[src/rtl/rsplit_pkg.sv]
package rsplit_pkg;
   localparam int ADDR_W = 20;
   localparam int DATA_W = 32;
   localparam int BEN_W  = 4;
   localparam int TIME_W = 64;
   localparam int STS_W  = 2;

   typedef enum logic [STS_W-1:0] {
      STS_OKAY     = 2'd0,
      STS_CMD_ERR  = 2'd1,
      STS_TIME_ERR = 2'd2,
      STS_ADDR_ERR = 2'd3
   } sts_e;
endpackage

[src/rtl/regbus_window.sv]
// One address window: match on the incoming address, local offset on the held one.
module regbus_window
   import rsplit_pkg::*;
#(
   parameter logic [ADDR_W-1:0] BASE = '0,
   parameter int                AW   = 8
) (
   input  logic [ADDR_W-1:0] req_addr,
   input  logic [ADDR_W-1:0] held_addr,
   output logic              hit,
   output logic [ADDR_W-1:0] offset
);
   localparam logic [ADDR_W:0]   SPAN       = (ADDR_W+1)'(1) << AW;
   localparam logic [ADDR_W-1:0] LOCAL_MASK = ADDR_W'(SPAN - 1'b1);

   if (AW < 0 || AW > ADDR_W) begin : g_bad_width
      $error("window width %0d outside 0..%0d", AW, ADDR_W);
   end
   if ((BASE & LOCAL_MASK) != '0) begin : g_bad_align
      $error("base %h not aligned to a %0d-bit window", BASE, AW);
   end

   // Upper bits must equal the base; lower bits are free
   assign hit    = ((req_addr ^ BASE) & ~LOCAL_MASK) == '0;
   // Alignment makes subtracting the base identical to masking it off
   assign offset = held_addr & LOCAL_MASK;
endmodule

[src/rtl/regbus_req_stage.sv]
// Request register: per-port strobes, one shared payload copy fanned out.
module regbus_req_stage
   import rsplit_pkg::*;
#(
   parameter int NPORTS = 4
) (
   input  logic                     clk,
   input  logic                     rst,
   input  logic                     up_wr,
   input  logic                     up_rd,
   input  logic [NPORTS-1:0]        hit_vec,
   input  logic [ADDR_W-1:0]        up_addr,
   input  logic [DATA_W-1:0]        up_data,
   input  logic [BEN_W-1:0]         up_ben,
   input  logic                     up_timed,
   input  logic [TIME_W-1:0]        up_time,
   output logic [NPORTS-1:0]        dn_wr,
   output logic [NPORTS-1:0]        dn_rd,
   output logic [ADDR_W-1:0]        addr_q,
   output logic [DATA_W*NPORTS-1:0] dn_data,
   output logic [BEN_W*NPORTS-1:0]  dn_ben,
   output logic [NPORTS-1:0]        dn_timed,
   output logic [TIME_W*NPORTS-1:0] dn_time
);
   logic [DATA_W-1:0] data_q;
   logic [BEN_W-1:0]  ben_q;
   logic              timed_q;
   logic [TIME_W-1:0] time_q;

   always_ff @(posedge clk) begin
      if (rst) begin
         dn_wr <= '0;
         dn_rd <= '0;
      end else begin
         dn_wr <= up_wr ? hit_vec : '0;
         dn_rd <= up_rd ? hit_vec : '0;
      end
   end

   // Payload is captured only on a request; it is not reset
   always_ff @(posedge clk) begin
      if (up_wr || up_rd) begin
         addr_q  <= up_addr;
         data_q  <= up_data;
         ben_q   <= up_ben;
         timed_q <= up_timed;
         time_q  <= up_time;
      end
   end

   for (genvar i = 0; i < NPORTS; i++) begin : g_fan
      assign dn_data[i*DATA_W +: DATA_W] = data_q;
      assign dn_ben[i*BEN_W +: BEN_W]    = ben_q;
      assign dn_timed[i]                 = timed_q;
      assign dn_time[i*TIME_W +: TIME_W] = time_q;
   end

   AST_ONE_PORT_WR: assert property (@(posedge clk) disable iff (rst)
      $onehot0(dn_wr));
   AST_ONE_PORT_RD: assert property (@(posedge clk) disable iff (rst)
      $onehot0(dn_rd));
   AST_STROBE_PULSE: assert property (@(posedge clk) disable iff (rst)
      (!up_wr && !up_rd) |=> (dn_wr == '0 && dn_rd == '0));
endmodule

[src/rtl/regbus_resp_merge.sv]
// Response register: OR of gated slave replies, or a local address-error reply.
module regbus_resp_merge
   import rsplit_pkg::*;
#(
   parameter int NPORTS = 4
) (
   input  logic                     clk,
   input  logic                     rst,
   input  logic                     miss,
   input  logic [NPORTS-1:0]        dn_ack,
   input  logic [STS_W*NPORTS-1:0]  dn_status,
   input  logic [DATA_W*NPORTS-1:0] dn_rdata,
   output logic                     up_ack,
   output logic [STS_W-1:0]         up_status,
   output logic [DATA_W-1:0]        up_rdata
);
   logic              ack_d;
   logic [STS_W-1:0]  sts_d;
   logic [DATA_W-1:0] dat_d;

   always_comb begin
      ack_d = 1'b0;
      sts_d = '0;
      dat_d = '0;
      for (int i = 0; i < NPORTS; i++) begin
         if (dn_ack[i]) begin
            ack_d = 1'b1;
            sts_d = sts_d | dn_status[i*STS_W +: STS_W];
            dat_d = dat_d | dn_rdata[i*DATA_W +: DATA_W];
         end
      end
      if (miss) begin
         ack_d = 1'b1;
         sts_d = STS_ADDR_ERR;
         dat_d = '0;
      end
   end

   always_ff @(posedge clk) begin
      if (rst) begin
         up_ack    <= 1'b0;
         up_status <= '0;
         up_rdata  <= '0;
      end else begin
         up_ack    <= ack_d;
         up_status <= sts_d;
         up_rdata  <= dat_d;
      end
   end

   AST_SINGLE_ACK: assert property (@(posedge clk) disable iff (rst)
      $onehot0(dn_ack));
   AST_ACK_FORWARD: assert property (@(posedge clk) disable iff (rst)
      (|dn_ack) |=> up_ack);
   AST_MISS_REPLY: assert property (@(posedge clk) disable iff (rst)
      miss |=> (up_ack && up_status == STS_ADDR_ERR && up_rdata == '0));
endmodule

[src/rtl/regbus_splitter.sv]
module regbus_splitter
   import rsplit_pkg::*;
#(
   parameter int                         NPORTS     = 4,
   parameter logic [ADDR_W*NPORTS-1:0]   BASE_VEC   = {20'h300, 20'h200, 20'h100, 20'h000},
   parameter logic [32*NPORTS-1:0]       AWIDTH_VEC = {32'd8, 32'd8, 32'd8, 32'd8}
) (
   input  logic                     clk,
   input  logic                     rst,
   input  logic                     up_wr,
   input  logic                     up_rd,
   input  logic [ADDR_W-1:0]        up_addr,
   input  logic [DATA_W-1:0]        up_data,
   input  logic [BEN_W-1:0]         up_ben,
   input  logic                     up_timed,
   input  logic [TIME_W-1:0]        up_time,
   output logic                     up_ack,
   output logic [STS_W-1:0]         up_status,
   output logic [DATA_W-1:0]        up_rdata,
   output logic [NPORTS-1:0]        dn_wr,
   output logic [NPORTS-1:0]        dn_rd,
   output logic [ADDR_W*NPORTS-1:0] dn_addr,
   output logic [DATA_W*NPORTS-1:0] dn_data,
   output logic [BEN_W*NPORTS-1:0]  dn_ben,
   output logic [NPORTS-1:0]        dn_timed,
   output logic [TIME_W*NPORTS-1:0] dn_time,
   input  logic [NPORTS-1:0]        dn_ack,
   input  logic [STS_W*NPORTS-1:0]  dn_status,
   input  logic [DATA_W*NPORTS-1:0] dn_rdata
);
   if (NPORTS < 1) begin : g_bad_count
      $error("at least one port is required");
   end

   // Pairwise overlap check on the windows
   for (genvar i = 0; i < NPORTS; i++) begin : g_ovl_i
      for (genvar j = i + 1; j < NPORTS; j++) begin : g_ovl_j
         localparam longint BI = longint'(BASE_VEC[i*ADDR_W +: ADDR_W]);
         localparam longint BJ = longint'(BASE_VEC[j*ADDR_W +: ADDR_W]);
         localparam longint SI = longint'(1) << AWIDTH_VEC[i*32 +: 6];
         localparam longint SJ = longint'(1) << AWIDTH_VEC[j*32 +: 6];
         if (BI < BJ + SJ && BJ < BI + SI) begin : g_overlap
            $error("windows of ports %0d and %0d overlap", i, j);
         end
      end
   end

   logic [NPORTS-1:0] hit_vec;
   logic [ADDR_W-1:0] addr_q;
   logic              miss;

   for (genvar i = 0; i < NPORTS; i++) begin : g_win
      regbus_window #(
         .BASE (BASE_VEC[i*ADDR_W +: ADDR_W]),
         .AW   (int'(AWIDTH_VEC[i*32 +: 32]))
      ) u_win (
         .req_addr  (up_addr),
         .held_addr (addr_q),
         .hit       (hit_vec[i]),
         .offset    (dn_addr[i*ADDR_W +: ADDR_W])
      );
   end

   assign miss = (up_wr || up_rd) && (hit_vec == '0);

   regbus_req_stage #(.NPORTS(NPORTS)) u_req (
      .clk      (clk),
      .rst      (rst),
      .up_wr    (up_wr),
      .up_rd    (up_rd),
      .hit_vec  (hit_vec),
      .up_addr  (up_addr),
      .up_data  (up_data),
      .up_ben   (up_ben),
      .up_timed (up_timed),
      .up_time  (up_time),
      .dn_wr    (dn_wr),
      .dn_rd    (dn_rd),
      .addr_q   (addr_q),
      .dn_data  (dn_data),
      .dn_ben   (dn_ben),
      .dn_timed (dn_timed),
      .dn_time  (dn_time)
   );

   regbus_resp_merge #(.NPORTS(NPORTS)) u_resp (
      .clk       (clk),
      .rst       (rst),
      .miss      (miss),
      .dn_ack    (dn_ack),
      .dn_status (dn_status),
      .dn_rdata  (dn_rdata),
      .up_ack    (up_ack),
      .up_status (up_status),
      .up_rdata  (up_rdata)
   );

   AST_MISS_NO_STROBE: assert property (@(posedge clk) disable iff (rst)
      miss |=> (dn_wr == '0 && dn_rd == '0));
   AST_RESET_QUIET: assert property (@(posedge clk)
      rst |=> (dn_wr == '0 && dn_rd == '0 && !up_ack));
endmodule

[config.mk]
export PLATFORM = sky130hd
export DESIGN_NAME = regbus_splitter
export DESIGN_NICKNAME = d
export VERILOG_FILES = /design/src/rtl/rsplit_pkg.sv /design/src/rtl/regbus_window.sv /design/src/rtl/regbus_req_stage.sv /design/src/rtl/regbus_resp_merge.sv /design/src/rtl/regbus_splitter.sv
export SDC_FILE = /design/constraint.sdc
export NUM_CORES = 1
export LEC_CHECK = 0
export ABC_AREA = 1
export BUFFER_PORTS_ARGS = -buffer_cell sky130_fd_sc_hd__buf_2
export CAP_MARGIN = 10
export CORE_AREA = 2 2 304 306
export CTS_CLUSTER_SIZE = 24
export DETAILED_ROUTE_END_ITERATION = 8
export DIE_AREA = 0 0 306 308
export GPL_TIMING_DRIVEN = 0
export SYNTH_ARGS = -nofsm -noshare
export SYNTH_HDL_FRONTEND = slang
export SYNTH_SLANG_ARGS = --single-unit
export TNS_END_PERCENT = 5
[constraint.sdc]
create_clock -name clk -period 2.65 [get_ports clk]
set_clock_uncertainty 0.05 [all_clocks]
set_input_delay 0.265 -clock clk [delete_from_list [all_inputs] [get_ports clk]]
set_output_delay 0.265 -clock clk [all_outputs]
set_load 0.01 [all_outputs]
# Yosys cells after proc, flatten, opt, wreduce, memory -nomap -nowiden
# Index checks and enable logic that the tools add are counted.
# totals
reg_bits	152
latchBits	0
mem_bits_rw	0
rom_bits	0
in_bits	265
out_inout_bits	527
word_cells	45
memories	0
# op_classes
add_sub_neg	0
multipliers	0
div_mod_pow	0
magnitude_cmp	0
n_eq_ne	0
shift	0
mux	14
bitwise_logic	11
reduce_logical	10
# ops
op	count
2-to-1 mux 32 bit	4
OR 32 bit	3
zero test 20 bit	4
2-to-1 mux 2 bit	5
OR 2 bit	3
OR reduction 2 bit	3
2-to-1 mux 1 bit	5
zero test 4 bit	1
NOT 1 bit	4
NOT 2 bit	1
logical AND 1 bit	1
logical OR 1 bit	1

# Logic depth before layout (Yosys ltp)
# Gate-level depths: netlist of the first run.
# depth
depth_word	8
ltp_mapped	6
ltp_nobuf	5

# Modules after synthesis
# A second synthesis of the first run with hierarchy kept.
# unflattened
cells_unflattened	944
hier_area_um2	9038.7
# modules_own_cells
mod	instances	cells_per_inst	area_per_inst_um2	seq_area_each_um2
regbus_req_stage	1	449	6143.4	3793.6
regbus_resp_merge	1	334	1980.6	700.7
regbus_window (g_win[1].u_win ...)	2	39	224.0	0.0
regbus_window (g_win[0].u_win)	1	40	227.7	0.0
regbus_window (g_win[3].u_win)	1	38	220.2	0.0
regbus_splitter	1	5	18.8	0.0

# Worst setup path after synthesis of the first run
# Ideal clock, no wire load.
# synth_timing
path_kind	input-to-reg
startpoint	input port up_wr
endpoint	register u_req.addr_q[0] (enable)
setup_ps	462
t_arrival_ps	2408
required_time_ps	2138
slack_ps	-270
stages	2
path_buffers	0
cell_sequence	nor2_1 inv_1
# synth_via
elab_chain_cells	1
# synth_lines
item	line	source
from (decl)	regbus_splitter.sv:10	input logic up_wr,
logical OR 1 bit	regbus_req_stage.sv:42	if (up_wr || up_rd) begin
to (signal assigned)	regbus_req_stage.sv:43	addr_q <= up_addr;
to (decl)	regbus_req_stage.sv:19	output logic [ADDR_W-1:0] addr_q,
# No other way between the ends.
# A chain may end at the register's enable or synchronous reset.

# Final worst setup path of the first run
# layout_timing
startpoint	register u_req.time_q[56]
endpoint	output port dn_time[248]
# layout_lines
item	line	source
from (decl)	regbus_req_stage.sv:28	logic [TIME_W-1:0] time_q;
from (signal assigned)	regbus_req_stage.sv:47	time_q <= up_time;
to (decl)	regbus_splitter.sv:26	output logic [TIME_W*NPORTS-1:0] dn_time,
# No word-level cell between the ends.

==> metrics.csv, run 1 <==
metric,value,unit
worst-path-stages,2,
io_pins,792,
p_switching,0.00249,W
drt_iter0_markers,351,
path_delay_family,flip-flops,
layout_min_cycle_time,1.98,ns
critical_path.max_fanout,4,
clock-sinks,152,
avgSynthCellArea,10.9,µm²
seqPwrFrac,40.1,%
path_cells,buf_4 > buf_2,
final_cell_mix,"755 x buf_2, 376 x buf_4, 119 x dlygate4sd3_1",
critPathLaunchType,flip-flop,
clk_pin_slew,0.07,ns
path_buf_inv,2,
ctsLongestPathBuffers,2,
p_leak,7.80,nW
gr-total-overflow,0,
hpwlAfterDp,42200,µm
placed_cell_area,13500,µm²
fmax,0.504,GHz
firstDrtPassIters,6,
totalWireLength,48600,µm
hold_class,input pin to flip-flop,
crit_type,flip-flop to output pin,
h-tree-depth,4,
switching_share,32.3,%
routed-via-count,8208,
relSlewSlack,48.3,%
clockRootBuffer,clkbuf_16,
slew_violations,0,
fp.dieW,306,µm
status,"complete, no violations",
p_clk_share,30.0,%
combinationalPowerShare,29.9,%
portBuffers,739,
grt_pass1_vias,7239,
antenna_found_initial,16,
hold_start,dn_rdata[91],
required,2.34,ns
yosys-top-cells-area,"edfxtp_1 40%, buf_4 35%, dfxtp_1 11%",
grt_use_total,9.66,%
wl_per_cell,16.9,µm
die_h,308,µm
drc,0,
synth_top_area_share,40.3,%
synth-seq-cells,152,
ys_seq_area_share,50.9,%
die-area,94200,µm²
rsz0062_at_grt,no,
n_fill_cell,10203,
finalCritPeriodShare,74.8,%
final_nets,1935,
via_per_inst,2.86,
stdcell_count,2870,
yosys_warnings,0,
worst_slew_pin_slew,0.776,ns
gp_congestion,0.840,
cpMaxStageDelayCell,edfxtp_1,
layout_commonest_cell,buf_2,
crit_arrival,1.67,ns
ir_worst_vdd,0.430,mV
end_kind,output pin,
yosys.cell_types.count,20,
row_count,111,
p_per_area,506,nW/µm²
cts_resized,0,
setup_violations,0,
final_antenna_net_count,0,
critPathMaxStageDelay,0.85,ns
grt_max_degree,37,
internal_power,0.00523,W
hold_end,u_resp.up_rdata[27],
syn_area,8120,µm²
cts_tree,yes,
cts_buffers,17,
synth_largest_area_cell,edfxtp_1,
synthToLayoutAreaGrowth,87.8,%
drive_above_1_share,69.9,%
initial_core_util,8.93,%
hold_viol_final,0,
core,91000,µm²
syn_inst,743,
dp_cells,2718,
drv_cap,0,
grt_pass1_wl,59700,µm
post-route-cell-area,15200,µm²
whs_path_depth,3,
final cells by class:
cell class              count  area (µm²)  area share, %
diodes                      2        5.00         0.0328
inverters                   3        15.0         0.0985
clock inverters            14        85.1          0.558
flip-flops and latches    152        4130           27.1
multi-input cells         240        1210           7.96
well taps                1186        1480           9.73
repair buffers            861        4950           32.5
clock buffers              17         425           2.79
plain buffers             395        2940           19.3
synth_stat cells:
master	number
a21oi_1	12
nor2_4	1
nor3_1	1
nand4_1	2
buf_6	3
nand3_2	1
o21bai_4	1
nand3_1	9
nand2_4	1
nand2_1	45
conb_1	1
nor2_2	4
inv_1	3
nor2_1	68
a22o_1	46
edfxtp_1	109
buf_2	16
nor3b_1	1
buf_4	376
dfxtp_1	43
worst min-delay path, stage by stage:
cell and delay (ns):
buf_2 0.09, a21oi_1 0.09, nor2_1 0.09
through the flow:
| step | power [W] | setup TNS (ns) | hold slack [ns] | util (%) | setup slack, ns |
|---|---|---|---|---|---|
| 6_report | 0.00772 | 0 | 0.0536 | 16.8 | 0.667 |
| 5_1_grt | 0.00814 | 0 | 0.0216 | 16.8 | 0.556 |
| 4_1_cts | 0.00795 | 0 | 0.0146 | 16.8 | 0.531 |
| 3_5_place_dp | 0.00532 | 0 | 0.393 | 14.9 | 0.811 |
| 3_3_place_gp | 0.00531 | -128.51 | 0.392 | 14.8 | -1.22 |
| 2_1_floorplan | 0.00415 | 0 | 0.284 | - | 0.0913 |
registers in the layout (all words and copies together), names as in the netlist, 2 cells and up:
signal / count
u_req.time_q: 64
u_req.data_q: 32
u_resp.up_rdata: 32
u_req.addr_q: 8
u_req.ben_q: 4
u_req.dn_rd: 4
u_req.dn_wr: 4
u_resp.up_status: 2
kinds of logic (layout without fill, tap and decap cells):
family                 count (synthesis)  count (layout)  share of synthesized area, %
buffers and inverters                398            1290                          36.3
and+or+nand+nor                      133             133                          6.80
DFF                                  152             152                          50.9
AOI/OAI and AO/OA                     59              59                          5.93
other                                  1              50                        0.0462
metal layers:
layer	wire length [µm]	up-vias	GRT usage (%)
met5	13	-	0
met4	1940	2	4.26
met3	4150	72	3.24
met2	24400	536	17.1
met1	18100	3714	10.5
li1	-	3884	-
repair_timing:
action	CTS	global route
hold buffers	119	0
buffers inserted	0	0
hold endpoints to repair	123	0
worst max path at each step:
stage	start	end	slack, ns
after floorplan	up_wr	u_req.addr_q[0]	0.09
after CTS	u_req.time_q[56]	dn_time[248]	0.53
after global placement	up_wr	u_req.data_q[23]	-1.22
final	u_req.time_q[56]	dn_time[248]	0.67
after global routing	u_req.time_q[56]	dn_time[248]	0.56
after detailed placement	up_wr	u_req.data_q[23]	0.81
power by group through the flow:
stage | Clock (W) | Sequential [W] | Combinational, W
2_1_floorplan | 0 | 0.00303 | 0.00112
3_3_place_gp | 0 | 0.00317 | 0.00214
3_5_place_dp | 0 | 0.00316 | 0.00216
4_1_cts | 0.00251 | 0.00311 | 0.00233
5_1_grt | 0.00255 | 0.00313 | 0.00247
6_report | 0.00231 | 0.00310 | 0.00231
Power figures use the tool's default switching activity.
==> inputs of run 2 (changes only) <==
--- a/config.mk
+++ b/config.mk
@@ -5,13 +5,13 @@
 export SDC_FILE = /design/constraint.sdc
 export NUM_CORES = 1
 export LEC_CHECK = 0
-export ABC_AREA = 1
+export ABC_AREA = 0
 export BUFFER_PORTS_ARGS = -buffer_cell sky130_fd_sc_hd__buf_2
 export CAP_MARGIN = 10
-export CORE_AREA = 2 2 304 306
+export CORE_AREA = 2 2 311 313
 export CTS_CLUSTER_SIZE = 24
 export DETAILED_ROUTE_END_ITERATION = 8
-export DIE_AREA = 0 0 306 308
+export DIE_AREA = 0 0 313 315
 export GPL_TIMING_DRIVEN = 0
 export SYNTH_ARGS = -nofsm -noshare
 export SYNTH_HDL_FRONTEND = slang
==> constraint.sdc (replaced) <==
create_clock -name clk -period 1.75 [get_ports clk]
set_clock_uncertainty 0.05 [all_clocks]
set_input_delay 0.175 -clock clk [delete_from_list [all_inputs] [get_ports clk]]
set_output_delay 0.175 -clock clk [all_outputs]
set_load 0.01 [all_outputs]
==> metrics.csv, run 2 <==
metric,value,unit,change
async_flop_share,0,%,unchanged
setup_violations,37,,was 0
clk_pin_slew,0.07,ns,about the same
layout_commonest_cell,buf_2,,unchanged
core,95700,µm²,was 91000 µm²
post-route-cell-area,16800,µm²,was 15200 µm²
cts_tree,yes,,unchanged
avgSynthCellArea,11.9,µm²,was 10.9 µm²
critical_path.max_fanout,4,,unchanged
cts_buffers,17,,unchanged
path_cells,buf_4 > buf_6,,was buf_4 > buf_2
end_kind,output pin,,unchanged
holdWs,0.0683,ns,was 0.0536 ns
grt_pass1_vias,8423,,was 7239
final_util,17.5,%,was 16.8%
seqPwrFrac,37.7,%,was 40.1%
violations,setup timing,,
gp_congestion,0.830,,was 0.840
fp.dieW,313,µm,was 306 µm
critPathLaunchType,flip-flop,,unchanged
synth_most_common_cell,buf_4,,unchanged
reg.largest.list,"u_req.time_q x64, u_req.data_q x32, u_resp.up_rdata x32",,unchanged
ys_seq_area_share,51.5,%,was 50.9%
internal_power,0.00830,W,was 0.00523 W
drive_above_1_share,68.5,%,was 69.9%
syn_area,8030,µm²,was 8120 µm²
grt_max_degree,44,,was 37
yosys-top-cells-area,"edfxtp_1 41%, buf_4 35%, dfxtp_1 11%",,"was edfxtp_1 40%, buf_4 35%, dfxtp_1 11%"
synth_common_cells,"376 x buf_4, 109 x edfxtp_1, 68 x a22oi_1, 43 x dfxtp_1, 30 x a21oi_2",,"was 376 x buf_4, 109 x edfxtp_1, 68 x nor2_1, 46 x a22o_1, 45 x nand2_1"
stdcell_count,3025,,was 2870
row_count,114,,was 111
rsz0062_at_grt,yes,,was no
totalWireLength,52300,µm,was 48600 µm
grt_use_total,10.1,%,was 9.66%
p_switching,0.00405,W,was 0.00249 W
seqCellArea,4130,µm²,unchanged
yosys_warnings,0,,unchanged
slew_violations,0,,unchanged
ctsLongestPathBuffers,2,,unchanged
critPathMaxStageDelay,0.76,ns,was 0.85 ns
yosys.cell_types.count,22,,was 20
drv_cap,0,,unchanged
portBuffers,739,,unchanged
synth-edff-count,109,,unchanged
synth_ff_type,edfxtp_1,,unchanged
n_fill_cell,10541,,was 10203
multiInputGateArea,1150,µm²,was 1210 µm²
grt_pass1_wl,66200,µm,was 59700 µm
finalCritPeriodShare,103,%,
synthToLayoutAreaGrowth,109,%,was 87.8%
crit_arrival,1.57,ns,was 1.67 ns
final_antenna_net_count,0,,unchanged
io_pins,792,,unchanged
synth_largest_area_cell,edfxtp_1,,unchanged
relSlewSlack,48.2,%,was 48.3%
wl_per_cell,17.3,µm,was 16.9 µm
hpwlAfterDp,43700,µm,was 42200 µm
synth_top_area_share,40.8,%,was 40.3%
fmax,0.557,GHz,
syn_inst,676,,was 743
cpMaxStageDelayCell,edfxtp_1,,unchanged
initial_core_util,8.39,%,was 8.93%
dp_cells,2741,,was 2718
p_clk_share,31.2,%,was 30.0%
h-tree-depth,4,,unchanged
hold_class,input pin to flip-flop,,unchanged
die_h,315,µm,was 308 µm
timing.final.ws_setup,-0.0463,ns,was 0.667 ns
worst_slew_pin_slew,0.778,ns,was 0.776 ns
hold_viol_final,0,,unchanged
drt_iter0_markers,377,,was 351
largest_reg_flops,64,,unchanged
die-area,98600,µm²,was 94200 µm²
final_cell_mix,"725 x buf_2, 378 x buf_4, 245 x dlygate4sd3_1",,"was 755 x buf_2, 376 x buf_4, 119 x dlygate4sd3_1"
clockRootBuffer,clkbuf_16,,unchanged
synth-seq-cells,152,,unchanged
layout_min_cycle_time,1.80,ns,
placed_cell_area,13600,µm²,was 13500 µm²
firstDrtPassIters,4,,was 6
switching_share,32.8,%,was 32.3%
p_leak,8.11,nW,was 7.80 nW
final_nets,1996,,was 1935
clock-sinks,152,,unchanged
combinationalPowerShare,31.1,%,was 29.9%
antenna_found_initial,11,,was 16
drc,0,,unchanged
status,"finished, violations left",,"was complete, no violations"
via_per_inst,2.89,,was 2.86
largest-register,u_req.time_q,,unchanged
crit_type,flip-flop to output pin,,unchanged
routed-via-count,8734,,was 8208
ir_worst_vdd,0.684,mV,was 0.430 mV
required,1.52,ns,was 2.34 ns
p_per_area,736,nW/µm²,was 506 nW/µm²
gr-total-overflow,0,,unchanged
run 2: logic make-up (layout without fill, tap and decap cells):
group / Yosys count / in the layout / share of synthesized area (%)
buffers and inverters: 397 / 1418 / 36.5
DFF: 152 / 152 / 51.5
AOI/OAI and AO/OA: 105 / 105 / 10.4
and+or+nand+nor: 21 / 21 / 1.59
other: 1 / 53 / 0.0467
run 2: layout make-up:
class	count	area share, %
timing repair buffer	989	37.9
sequential	152	24.6
buffer	395	17.5
tap	1276	9.52
multi-input combinational	174	6.87
clock buffer	17	2.54
clock inverter	15	0.947
antenna	5	0.0746
inverter	2	0.0671
run 2: worst max-delay path: cells and delay by family, from the launching register on:
kind                   cells  cell delay [ns]
buffers and inverters      2             0.31
DFF                        1             0.76
run 2: power by group through the flow:
stage	Sequential, W	Combinational, W	Clock, W
2_1_floorplan	0.00459	0.00168	0
3_3_place_gp	0.00480	0.00321	0
3_5_place_dp	0.00479	0.00325	0
4_1_cts	0.00470	0.00384	0.00415
5_1_grt	0.00471	0.00412	0.00424
6_report	0.00466	0.00384	0.00385
run 2: per-stage QoR:
step,setup WS [ns],setup TNS (ns),total power [W]
after floorplan,-0.583,-63.52,0.00627
after global placement,-2.14,-228.88,0.00801
after detailed placement,-0.192,-0.204,0.00804
after CTS,-0.177,-2.07,0.0127
after global routing,-0.159,-2.42,0.0131
final,-0.0463,-0.749,0.0123
run 2: routing by layer:
layer | GRT usage, % | vias to the layer above | share of wire, %
li1 | - | 4031 | -
met1 | 11.6 | 4122 | 40
met2 | 17.4 | 518 | 50
met3 | 3.12 | 61 | 7.4
met4 | 3.96 | 2 | 3.0
met5 | 0 | - | 0.019
run 2: what timing repair did:
item	in CTS	in global routing
hold buffers	245	0
buffers inserted	1	1
hold endpoints to repair	152	0
pin swaps	0	0
setup endpoints to repair	30	65
resized for setup	34	2
run 2: path summary, 6_finish.rpt:
kind                             start                   to  depth (start not counted)
worst max-delay path  u_req.time_q[37]         dn_time[229]                          2
worst min-delay path      dn_rdata[77]  u_resp.up_rdata[13]                          3
